## config.mk

```make
export PLATFORM = sky130hd
export DESIGN_NAME = pwm_dual_phase
export DESIGN_NICKNAME = d
export VERILOG_FILES = /design/src/rtl/pwm_dual_pkg.sv /design/src/rtl/pwm_updown_counter.sv /design/src/rtl/pwm_cmp_channel.sv /design/src/rtl/pwm_dual_phase.sv
export SDC_FILE = /design/constraint.sdc
export NUM_CORES = 1
export LEC_CHECK = 0
export BUFFER_PORTS_ARGS = -buffer_cell sky130_fd_sc_hd__buf_2
export CORE_MARGIN = 2
export CORE_UTILIZATION = 60
export CTS_BUF_LIST = sky130_fd_sc_hd__clkbuf_16
export DETAILED_ROUTE_END_ITERATION = 8
export PLACE_DENSITY = 0.89
export SYNTH_ARGS = -nofsm -noshare
export SYNTH_HDL_FRONTEND = slang
export SYNTH_SLANG_ARGS = --single-unit
```

## constraint.sdc

```tcl
create_clock -name clk -period 5.2 [get_ports clk]
set_input_delay 0.78 -clock clk [delete_from_list [all_inputs] [get_ports clk]]
set_output_delay 0.78 -clock clk [all_outputs]
set_load 0.01 [all_outputs]
```

## src/rtl/pwm_dual_pkg.sv

```systemverilog
// Package: shared encodings for the dual-channel phase-correct PWM.
// Assumes: the counter is at most 10 bits wide (resolution 8..10 bits).
package pwm_dual_pkg;

    // Two-bit compare mode; only the upper bit connects the output.
    typedef enum logic [1:0] {
        MODE_OFF     = 2'b00,
        MODE_OFF_ALT = 2'b01,
        MODE_NONINV  = 2'b10,
        MODE_INV     = 2'b11
    } cmp_mode_e;

    // Direction of the counter sweep.
    typedef enum logic {
        DIR_DOWN = 1'b0,
        DIR_UP   = 1'b1
    } sweep_dir_e;

endpackage

```

## src/rtl/pwm_updown_counter.sv

```systemverilog
// Module: shared up/down sweep counter.
// What it does: counts 0 -> top -> 0 on each tick. It presents its next
// value and direction combinationally, so that the channels can register
// their outputs on the same edge. It also flags the turn-around at top,
// which is when the compare shadows are loaded.
// Assumes: res_sel may change at any time; a count above a new top
// simply turns down on the next up-step.
module pwm_updown_counter
    import pwm_dual_pkg::*;
#(
    parameter int unsigned BASE_RES = 8
) (
    input  logic                       clk,
    input  logic                       rst_n,
    input  logic                       tick,
    input  logic [1:0]                 res_sel,
    output logic [BASE_RES+1:0]        cnt_nxt,
    output sweep_dir_e                 dir_nxt,
    output logic                       turn_top
);

    localparam int unsigned CNT_W = BASE_RES + 2;

    logic [CNT_W-1:0] cnt_q;
    sweep_dir_e       dir_q;
    logic [CNT_W-1:0] top_val;

    // Select the top value from the resolution setting.
    always_comb begin
        case (res_sel)
            2'b00:   top_val = {CNT_W{1'b1}} >> 2;
            2'b01:   top_val = {CNT_W{1'b1}} >> 1;
            default: top_val = {CNT_W{1'b1}};
        endcase
    end

    // Next count, next direction and the turn-at-top strobe.
    always_comb begin
        cnt_nxt  = cnt_q;
        dir_nxt  = dir_q;
        turn_top = 1'b0;
        if (tick) begin
            if (dir_q == DIR_UP) begin
                if (cnt_q >= top_val) begin
                    cnt_nxt  = cnt_q - 1'b1;
                    dir_nxt  = DIR_DOWN;
                    turn_top = 1'b1;
                end else begin
                    cnt_nxt = cnt_q + 1'b1;
                end
            end else begin
                if (cnt_q == '0) begin
                    cnt_nxt = {{(CNT_W-1){1'b0}}, 1'b1};
                    dir_nxt = DIR_UP;
                end else begin
                    cnt_nxt = cnt_q - 1'b1;
                end
            end
        end
    end

    // Counter state register.
    always_ff @(posedge clk) begin
        if (!rst_n) begin
            cnt_q <= '0;
            dir_q <= DIR_UP;
        end else begin
            cnt_q <= cnt_nxt;
            dir_q <= dir_nxt;
        end
    end


    step_one_chk: assert property (@(posedge clk) disable iff (!rst_n)
        tick |=> (cnt_q == CNT_W'($past(cnt_q) + 1'b1)) ||
                 (cnt_q == CNT_W'($past(cnt_q) - 1'b1)));


    idle_hold_chk: assert property (@(posedge clk) disable iff (!rst_n)
        !tick |=> $stable(cnt_q) && $stable(dir_q));


    zero_turn_chk: assert property (@(posedge clk) disable iff (!rst_n)
        (tick && cnt_q == '0) |=> (dir_q == DIR_UP) && (cnt_q == CNT_W'(1)));

endmodule

```

## src/rtl/pwm_cmp_channel.sv

```systemverilog
// Module: one compare channel with a double-buffered compare value.
// What it does: loads its active compare value from the input when the
// counter turns at top. It then sets or clears a registered output when
// the counter's next value equals that active value, using the step
// direction and the mode.
// Assumes: cnt_nxt, dir_nxt and load come from the shared counter for
// the same clock edge.
module pwm_cmp_channel
    import pwm_dual_pkg::*;
#(
    parameter int unsigned CNT_W = 10
) (
    input  logic             clk,
    input  logic             rst_n,
    input  logic             tick,
    input  logic [CNT_W-1:0] cmp_in,
    input  logic [1:0]       mode,
    input  logic [CNT_W-1:0] cnt_nxt,
    input  sweep_dir_e       dir_nxt,
    input  logic             load,
    output logic             pwm_out
);

    logic [CNT_W-1:0] act_q;
    logic             hit;
    logic             connected;

    assign connected = mode[1];
    assign hit       = tick && (cnt_nxt == act_q);

    // Active compare copy, refreshed only at the turn-around at top.
    always_ff @(posedge clk) begin
        if (!rst_n)     act_q <= '0;
        else if (load)  act_q <= cmp_in;
    end

    // Output register: forced low when disconnected, else set or clear on a hit.
    always_ff @(posedge clk) begin
        if (!rst_n)          pwm_out <= 1'b0;
        else if (!connected) pwm_out <= 1'b0;
        else if (hit)        pwm_out <= (dir_nxt == DIR_UP) ? mode[0] : ~mode[0];
    end


    off_low_chk: assert property (@(posedge clk) disable iff (!rst_n)
        !mode[1] |=> !pwm_out);


    shadow_hold_chk: assert property (@(posedge clk) disable iff (!rst_n)
        !load |=> $stable(act_q));


    no_tick_out_chk: assert property (@(posedge clk) disable iff (!rst_n)
        (!tick && mode[1]) |=> $stable(pwm_out));


    edge_on_hit_chk: assert property (@(posedge clk) disable iff (!rst_n)
        (mode[1] && !hit) |=> $stable(pwm_out));

endmodule

```

## src/rtl/pwm_dual_phase.sv

```systemverilog
// Module: top of the dual-channel phase-correct PWM.
// What it does: one shared up/down counter feeds two independent compare
// channels, which are built by a generate loop.
// Assumes: CMP_W >= BASE_RES + 2; compare bits above the counter width
// are ignored.
module pwm_dual_phase
    import pwm_dual_pkg::*;
#(
    parameter int unsigned BASE_RES = 8,
    parameter int unsigned CMP_W    = 16
) (
    input  logic             clk,
    input  logic             rst_n,
    input  logic             tick,
    input  logic [1:0]       res_sel,
    input  logic [CMP_W-1:0] cmp_a,
    input  logic [CMP_W-1:0] cmp_b,
    input  logic [1:0]       mode_a,
    input  logic [1:0]       mode_b,
    output logic             pwm_a,
    output logic             pwm_b
);

    localparam int unsigned CNT_W = BASE_RES + 2;
    localparam int unsigned N_CH  = 2;

    logic [CNT_W-1:0] cnt_nxt;
    sweep_dir_e       dir_nxt;
    logic             turn_top;

    logic [CNT_W-1:0] ch_cmp  [N_CH];
    logic [1:0]       ch_mode [N_CH];
    logic [N_CH-1:0]  ch_out;
    logic             unused_cmp_hi;

    // Gather the per-channel inputs into arrays.
    always_comb begin
        ch_cmp[0]  = cmp_a[CNT_W-1:0];
        ch_cmp[1]  = cmp_b[CNT_W-1:0];
        ch_mode[0] = mode_a;
        ch_mode[1] = mode_b;
    end

    assign unused_cmp_hi = ^{cmp_a[CMP_W-1:CNT_W], cmp_b[CMP_W-1:CNT_W]};

    pwm_updown_counter #(
        .BASE_RES (BASE_RES)
    ) u_counter (
        .clk      (clk),
        .rst_n    (rst_n),
        .tick     (tick),
        .res_sel  (res_sel),
        .cnt_nxt  (cnt_nxt),
        .dir_nxt  (dir_nxt),
        .turn_top (turn_top)
    );

    for (genvar g = 0; g < N_CH; g++) begin : g_ch
        pwm_cmp_channel #(
            .CNT_W (CNT_W)
        ) u_ch (
            .clk     (clk),
            .rst_n   (rst_n),
            .tick    (tick),
            .cmp_in  (ch_cmp[g]),
            .mode    (ch_mode[g]),
            .cnt_nxt (cnt_nxt),
            .dir_nxt (dir_nxt),
            .load    (turn_top),
            .pwm_out (ch_out[g])
        );
    end

    assign pwm_a = ch_out[0];
    assign pwm_b = ch_out[1];


    reset_low_chk: assert property (@(posedge clk)
        !rst_n |=> (ch_out == '0));

endmodule

```

==> results of run 1 <==
worst max-delay path: stages:
cell	delay, ns
buf_2	0.08
inv_1	0.03
ha_1	0.29
and2_1	0.17
nor2_1	0.60
nand2_1	0.33
a31oi_1	0.44
mux2_2	0.40
a2111o_1	0.30
nor4_2	0.37
mux2i_1	0.24
layer usage:
layer  track usage, %  vias up  routed length [µm]
li1                 -     1172                   -
met4             14.8        0                 212
met5                0        -                   0
met3             8.88       25                 642
met2             48.2      140                3040
met1             36.8     1106                2680
metrics by stage:
| step | power, mW | utilization, % | instance area, µm² | hold slack, ns |
|---|---|---|---|---|
| global route | 0.804 | 69.0 | 2760 | 0.501 |
| detailed placement | 0.483 | 65.4 | 2620 | 0.466 |
| global placement | 0.477 | 65.4 | 2620 | 0.454 |
| finish | 0.768 | 69.0 | 2760 | 0.469 |
| floorplan | 0.437 | - | 2490 | 0.469 |
| CTS | 0.763 | 69.0 | 2760 | 0.473 |
power breakdown:
part           internal [mW]  total (mW)  switching (mW)
registers              0.264       0.287          0.0228
clock network          0.175       0.283           0.107
logic                 0.0818       0.199           0.117
final timing paths:
path | endpoint | slack [ns]
setup / recovery | g_ch[1].u_ch.pwm_out | 1.36
hold / removal | g_ch[0].u_ch.pwm_out | 0.47
setup reg to reg | g_ch[1].u_ch.pwm_out | 1.52
hold reg to reg | g_ch[0].u_ch.pwm_out | 0.47
area by class of cell:
class	count	area [µm²]
fill	321	1240
tap	50	62.6
sequential	33	661
multi-input combinational	243	1700
clock inverter	3	17.5
inverter	11	41.3
clock buffer	5	125
timing repair buffer	30	150
sequential cells by signal, summed over array words and instances (netlist names):
signal and cells:
g_ch.u_ch.act_q 20, g_ch.u_ch.pwm_out 2, u_counter.cnt_q 10, u_counter.dir_q 1
cell usage in the layout, fill, tap and decap left out, types with 3 or more instances in the layout:
cell type and count:
nor2_1 39, dfxtp_1 33, buf_2 30, mux2i_1 28, nand2_1 14, nand3_1 13, inv_1 10, nor3_1 9
xnor2_1 9, and3_1 8, xor2_1 8, o21ai_0 7, and2_1 6, a21oi_1 6, nor2b_1 6, nor4_1 6
nand4_1 6, nand2b_1 5, ha_1 5, clkbuf_16 5, o31ai_1 4, a211oi_1 4, a31oi_1 3, or3_1 3
o211ai_1 3, o2111ai_1 3, a221oi_1 3, o22ai_1 3, nand4b_1 3
Yosys cell counts (all sizes together) (4+ instances only):
master / instances / share of area (%)
mux2i: 28 / 11
inv: 10 / 1.5
nand2: 14 / 2.1
o31ai: 4 / 1.2
and2: 6 / 1.5
nor3: 10 / 2.5
nor2: 39 / 5.9
nor4: 7 / 2.0
buf: 5 / 1.3
dfxtp: 33 / 27
a21oi: 6 / 1.2
clkbuf: 15 / 2.3
nand2b: 5 / 1.3
ha: 5 / 2.5
and3: 8 / 2.0
a221oi: 4 / 1.7
nand3: 14 / 3.0
nand4: 6 / 1.5
xnor2: 9 / 3.2
o21ai: 7 / 1.4
nor2b: 6 / 1.5
a211oi: 5 / 1.7
xor2: 8 / 2.8
cell families after synthesis:
kind of cell	count (synthesis)
AO/OA/AOI/OAI	56
buffers and inverters	31
adder cells (fa/ha/maj)	5
multiplexers	30
flip-flops	33
XOR/XNOR	17
AND/OR/NAND/NOR	135
==> results_dict.tcl, run 1 <==
set metrics [dict create \
    status "complete, no violations" \
    cts_sinks 33 \
    gp_congestion 0.975 \
    min_path_cells 2 \
    yosysWarnings 0 \
    setup_viol 0 \
    arrival_ns 4.05 \
    synth_top_family_by_area "simple AND/OR/NAND/NOR gates" \
    cts_resized 0 \
    cap_violations 0 \
    nets 370 \
    worstSkewPairLatency_ns 0.28 \
    avgSynthCellArea_um2 8.11 \
    synth_edf_count 0 \
    ctsLongestPathBuffers 2 \
    hold_buffers 0 \
    r2r-start "u_counter.cnt_q[9]" \
    fmax_ghz 0.260 \
    p_per_area_nw_per_um2 278 \
    clock_skew_ns 0.00393 \
    htree_num_levels 2 \
    root_buffer "clkbuf_16" \
    design.die.area_um2 4680 \
    dp_slack_ns 1.13 \
    drt_iter0_drc 266 \
    fin_ws_ns 1.36 \
    hold_class "reg2reg" \
    crit_fanout 11 \
    synth-main-ff-cell "dfxtp_1" \
    muxShareOfSynthArea_pct 12.2 \
    synthSimpleGateAreaFrac_pct 29.6 \
    post_cts_buffers 0 \
    path_class "in2reg" \
    row_count 23 \
    stdcell_count 375 \
    grt_pass1_wl_mm 10.4 \
    synthArstFlopShare_pct 0 \
    r2r_cells 9 \
    synth_adder_area_share_pct 2.51 \
    final.period_utilization_pct 73.9 \
    slew_headroom_pct 33.5 \
    start_util_pct 62.3 \
    antenna_found_initial 0 \
    hold_violations 0 \
    synthXorXnorAreaFrac_pct 5.98 \
    dp_hpwl_mm 4.75 \
    worstHoldStart "g_ch[0].u_ch.pwm_out" \
    wl_per_cell_um 17.5 \
    grt_max_degree 27 \
    ys_seq_area_share_pct 26.5 \
    vdd.ir_drop.worst_v 0.000269 \
    timing.final.max_slew_violations 0 \
    critPathLaunchType "input port" \
    syn2layout_area_growth_pct 10.7 \
    finalSetupTns_ns 0 \
    fp.dieH_um 68.4 \
    drc 0 \
    min_period_ns 3.84 \
    synth_compound_gate_area_share_pct 18.0 \
    rsz0062_at_grt "no" \
    numCtsBuffers 5 \
    dr.pass1.iters 7 \
    grt_pass1_vias 2211 \
    cp-startpoint "res_sel[1]" \
    diodes 0 \
    p_leak_nw 1.05 \
    dp_cells 367 \
    wl_mm 6.58 \
    via_count 2443 \
    viasPerCell 6.51 \
    ys_seq_elements 33 \
    ios 43 \
    tightest_slew_ns 0.997 \
    worstPathRequired_ns 5.41 \
    cts_tree "yes" \
    ys_types 61 \
    drive_gt1_share_pct 15.7 \
    gr-total-overflow 0 \
    synthCells 307 \
    synth_nets 353 \
    synth_area_um2 2490 \
    clk_pin_slew_ns 0.06 \
    core_area_um2 4000 \
    grt_usage_pct 30.2 \
    crit_path_end_kind "flip-flop" \
    ant_nets 0 \
    dieWidth_um 68.4 \
    port-buffer-count 30 \
]
Power figures use the tool's default switching activity.
==> run 2, diff against run 1 <==
--- a/config.mk
+++ b/config.mk
@@ -5,12 +5,13 @@
 export SDC_FILE = /design/constraint.sdc
 export NUM_CORES = 1
 export LEC_CHECK = 0
+export ABC_AREA = 1
 export BUFFER_PORTS_ARGS = -buffer_cell sky130_fd_sc_hd__buf_2
 export CORE_MARGIN = 2
-export CORE_UTILIZATION = 60
+export CORE_UTILIZATION = 50
 export CTS_BUF_LIST = sky130_fd_sc_hd__clkbuf_16
 export DETAILED_ROUTE_END_ITERATION = 8
-export PLACE_DENSITY = 0.89
+export PLACE_DENSITY = 0.8
 export SYNTH_ARGS = -nofsm -noshare
 export SYNTH_HDL_FRONTEND = slang
 export SYNTH_SLANG_ARGS = --single-unit
==> constraint.sdc (replaced) <==
create_clock -name clk -period 3.1 [get_ports clk]
set_input_delay 0.465 -clock clk [delete_from_list [all_inputs] [get_ports clk]]
set_output_delay 0.465 -clock clk [all_outputs]
set_load 0.01 [all_outputs]
==> run 2 against run 1 <==
Effect of this change:
- utilization fell by 10 points
- wire length fell by 18%
- clock skew rose by 0.0016 ns
- via count fell by 5.5%
- first-iteration DRC count fell by 49%
- total power rose by 58%
==> results_dict.tcl, run 2 <==
set metrics [dict create \
    drc 0 \
    ys_types 29 \
    r2r_cells 16 \
    wl_per_cell_um 12.4 \
    synth.area.top_cells "dfxtp_1 (29%), nand2_1 (15%), nor2_1 (7.6%)" \
    hold_violations 0 \
    grt_use_met1_pct 28.9 \
    htree_num_levels 2 \
    final_common_cell "nand2_1" \
    tightest_slew_ns 0.407 \
    timing.final.max_slew_violations 0 \
    fill_cells 443 \
    power_mw 1.21 \
    endpoint "g_ch[1].u_ch.pwm_out" \
    cts_tree "yes" \
    grt_pass1_vias 2165 \
    design.die.area_um2 5120 \
    ys_seq_elements 33 \
    synth_top_area_share_pct 29.0 \
    seqCellArea_um2 661 \
    drive_gt1_share_pct 17.2 \
    switchingPower_mw 0.372 \
    drt_iter0_drc 135 \
    multiInputGateArea_um2 1420 \
    worstPathRequired_ns 3.27 \
    viasPerCell 5.30 \
    root_buffer "clkbuf_16" \
    p_int_mw 0.839 \
    post_cts_buffers 0 \
    ios 43 \
    avgSynthCellArea_um2 6.37 \
    rsz0062_at_grt "no" \
    dp_hpwl_mm 4.09 \
    cp-startpoint "u_counter.cnt_q[0]" \
    p_per_area_nw_per_um2 470 \
    dieWidth_um 71.5 \
    dr.pass1.iters 4 \
    cts_sinks 33 \
    reg.largest.list "g_ch.u_ch.act_q: 20 flops, u_counter.cnt_q: 10 flops, g_ch.u_ch.pwm_out: 2 flops" \
    p_clk_share_pct 36.9 \
    largest_reg_flops 20 \
    nets 431 \
    critPathLaunchType "flip-flop" \
    setup_viol 0 \
    min_period_ns 2.46 \
    yosysMostFrequentCell "nand2_1" \
    crit_path_end_kind "flip-flop" \
    wl_mm 5.42 \
    r2r_end "g_ch[1].u_ch.pwm_out" \
    cts_resized 0 \
    fmax_ghz 0.406 \
    final_cell_mix "nand2_1 (94), nor2_1 (46), nand3_1 (34)" \
    grtUsageMet2_pct 39.7 \
    row_count 24 \
    crit_fanout 10 \
    synth_edf_count 0 \
    grt_pass1_wl_mm 9.40 \
    gp_congestion 0.942 \
    finalSetupTns_ns 0 \
    rrSetupSlack_ns 0.64 \
    synthCells 358 \
    clock_skew_ns 0.00556 \
    p_leak_nw 1.22 \
    use_met3_pct 3.66 \
    yosys.area.top_type "dfxtp_1" \
    status "complete, no violations" \
    pwr-share-comb_pct 23.6 \
    synth_common_cells "nand2_1 (94), nor2_1 (46), nand3_1 (34)" \
    antenna_found_initial 0 \
    cap_violations 0 \
    hold_buffers 0 \
    core_area_um2 4380 \
    grt_usage_pct 23.2 \
    synth_area_um2 2280 \
    swShare_pct 30.7 \
    fp.dieH_um 71.5 \
    r2r-start "u_counter.cnt_q[0]" \
    vdd.ir_drop.worst_v 0.000435 \
    grt_max_degree 35 \
    seqPwrFrac_pct 39.6 \
    clk_pin_slew_ns 0.05 \
    port-buffer-count 30 \
    grt_busiest_layer "met2" \
    hold_class "in2reg" \
    gr-total-overflow 0 \
    numCtsBuffers 5 \
    ctsLongestPathBuffers 2 \
    ant_nets 0 \
    largest-register "g_ch.u_ch.act_q" \
    final.period_utilization_pct 79.4 \
    diodes 0 \
    via_count 2309 \
    ys_seq_area_share_pct 29.0 \
    syn2layout_area_growth_pct 13.1 \
    synth_nets 404 \
    synth-main-ff-cell "dfxtp_1" \
    arrival_ns 2.63 \
    worstSkewPairLatency_ns 0.28 \
    synthArstFlopShare_pct 0 \
    slew_headroom_pct 72.8 \
    yosysWarnings 0 \
    path_class "reg2reg" \
    start_util_pct 52.0 \
]
run 2: logic make-up after synthesis:
family / after synthesis / share of synthesized area, %
and+or+nand+nor: 219 / 46.5
DFF: 33 / 29.0
buffers and inverters: 48 / 8.73
xor gates and xnor gates: 8 / 3.07
adders and majority gates: 5 / 2.74
AOI/OAI and AO/OA: 45 / 9.99
run 2: worst max-delay path: stages, from the launching register on:
cell and delay (ns):
dfxtp_1 0.51, ha_1 0.29, nand2_1 0.11, nor2_4 0.18, nand3_4 0.14, nand3_4 0.16
inv_4 0.06, nand2_2 0.06, nand3_2 0.13, nand3_1 0.12, nand2_1 0.06, nor2_1 0.12
nand2_1 0.09, nor2_2 0.14, nand3_1 0.09, nand2_1 0.06, nor2_1 0.03
run 2: final cells by class:
class                           instances  area share, %
Clock buffer                            5           4.85
Clock inverter                          1          0.194
Inverter                               36           5.34
Multi-Input combinational cell        277           55.1
Sequential cell                        33           25.6
Tap cell                               52           2.52
Timing Repair Buffer                   32           6.40
run 2: worst min-delay path by stage:
stage / end / slack, ns / startpoint / cells after the start
2_1_floorplan: g_ch[1].u_ch.act_q[1] / 0.44 / g_ch[1].u_ch.act_q[1] / 2
3_3_place_gp: g_ch[1].u_ch.act_q[8] / 0.46 / g_ch[1].u_ch.act_q[8] / 2
3_5_place_dp: g_ch[1].u_ch.act_q[4] / 0.47 / g_ch[1].u_ch.act_q[4] / 2
4_1_cts: g_ch[1].u_ch.act_q[7] / 0.42 / cmp_b[7] / 3
5_1_grt: g_ch[1].u_ch.act_q[7] / 0.44 / cmp_b[7] / 3
6_report: g_ch[1].u_ch.act_q[7] / 0.42 / cmp_b[7] / 3
run 2: routing by layer:
metal  up-vias  share of wire, %
li1       1216                 -
met1      1028                46
met2        55                48
met3        10               4.2
met4         0               1.8
met5         -                 0
run 2: through the flow:
stage | setup WS, ns | hold slack [ns] | instances | instance area (µm²) | util [%]
after floorplan | 0.914 | 0.444 | 358 | 2280 | -
after global placement | 0.755 | 0.461 | 430 | 2450 | 55.9
after CTS | 0.674 | 0.419 | 436 | 2580 | 58.8
final | 0.639 | 0.416 | 436 | 2580 | 58.8
after detailed placement | 0.704 | 0.465 | 430 | 2450 | 55.9
after global routing | 0.423 | 0.437 | 436 | 2580 | 58.8
run 2: power by group through the flow:
| stage | clock, mW | combinational [mW] | sequential, mW |
|---|---|---|---|
| 6_report | 0.446 | 0.285 | 0.479 |
| 5_1_grt | 0.476 | 0.325 | 0.483 |
| 4_1_cts | 0.450 | 0.284 | 0.478 |
| 3_5_place_dp | 0 | 0.282 | 0.487 |
| 3_3_place_gp | 0 | 0.274 | 0.486 |
| 2_1_floorplan | 0 | 0.231 | 0.470 |
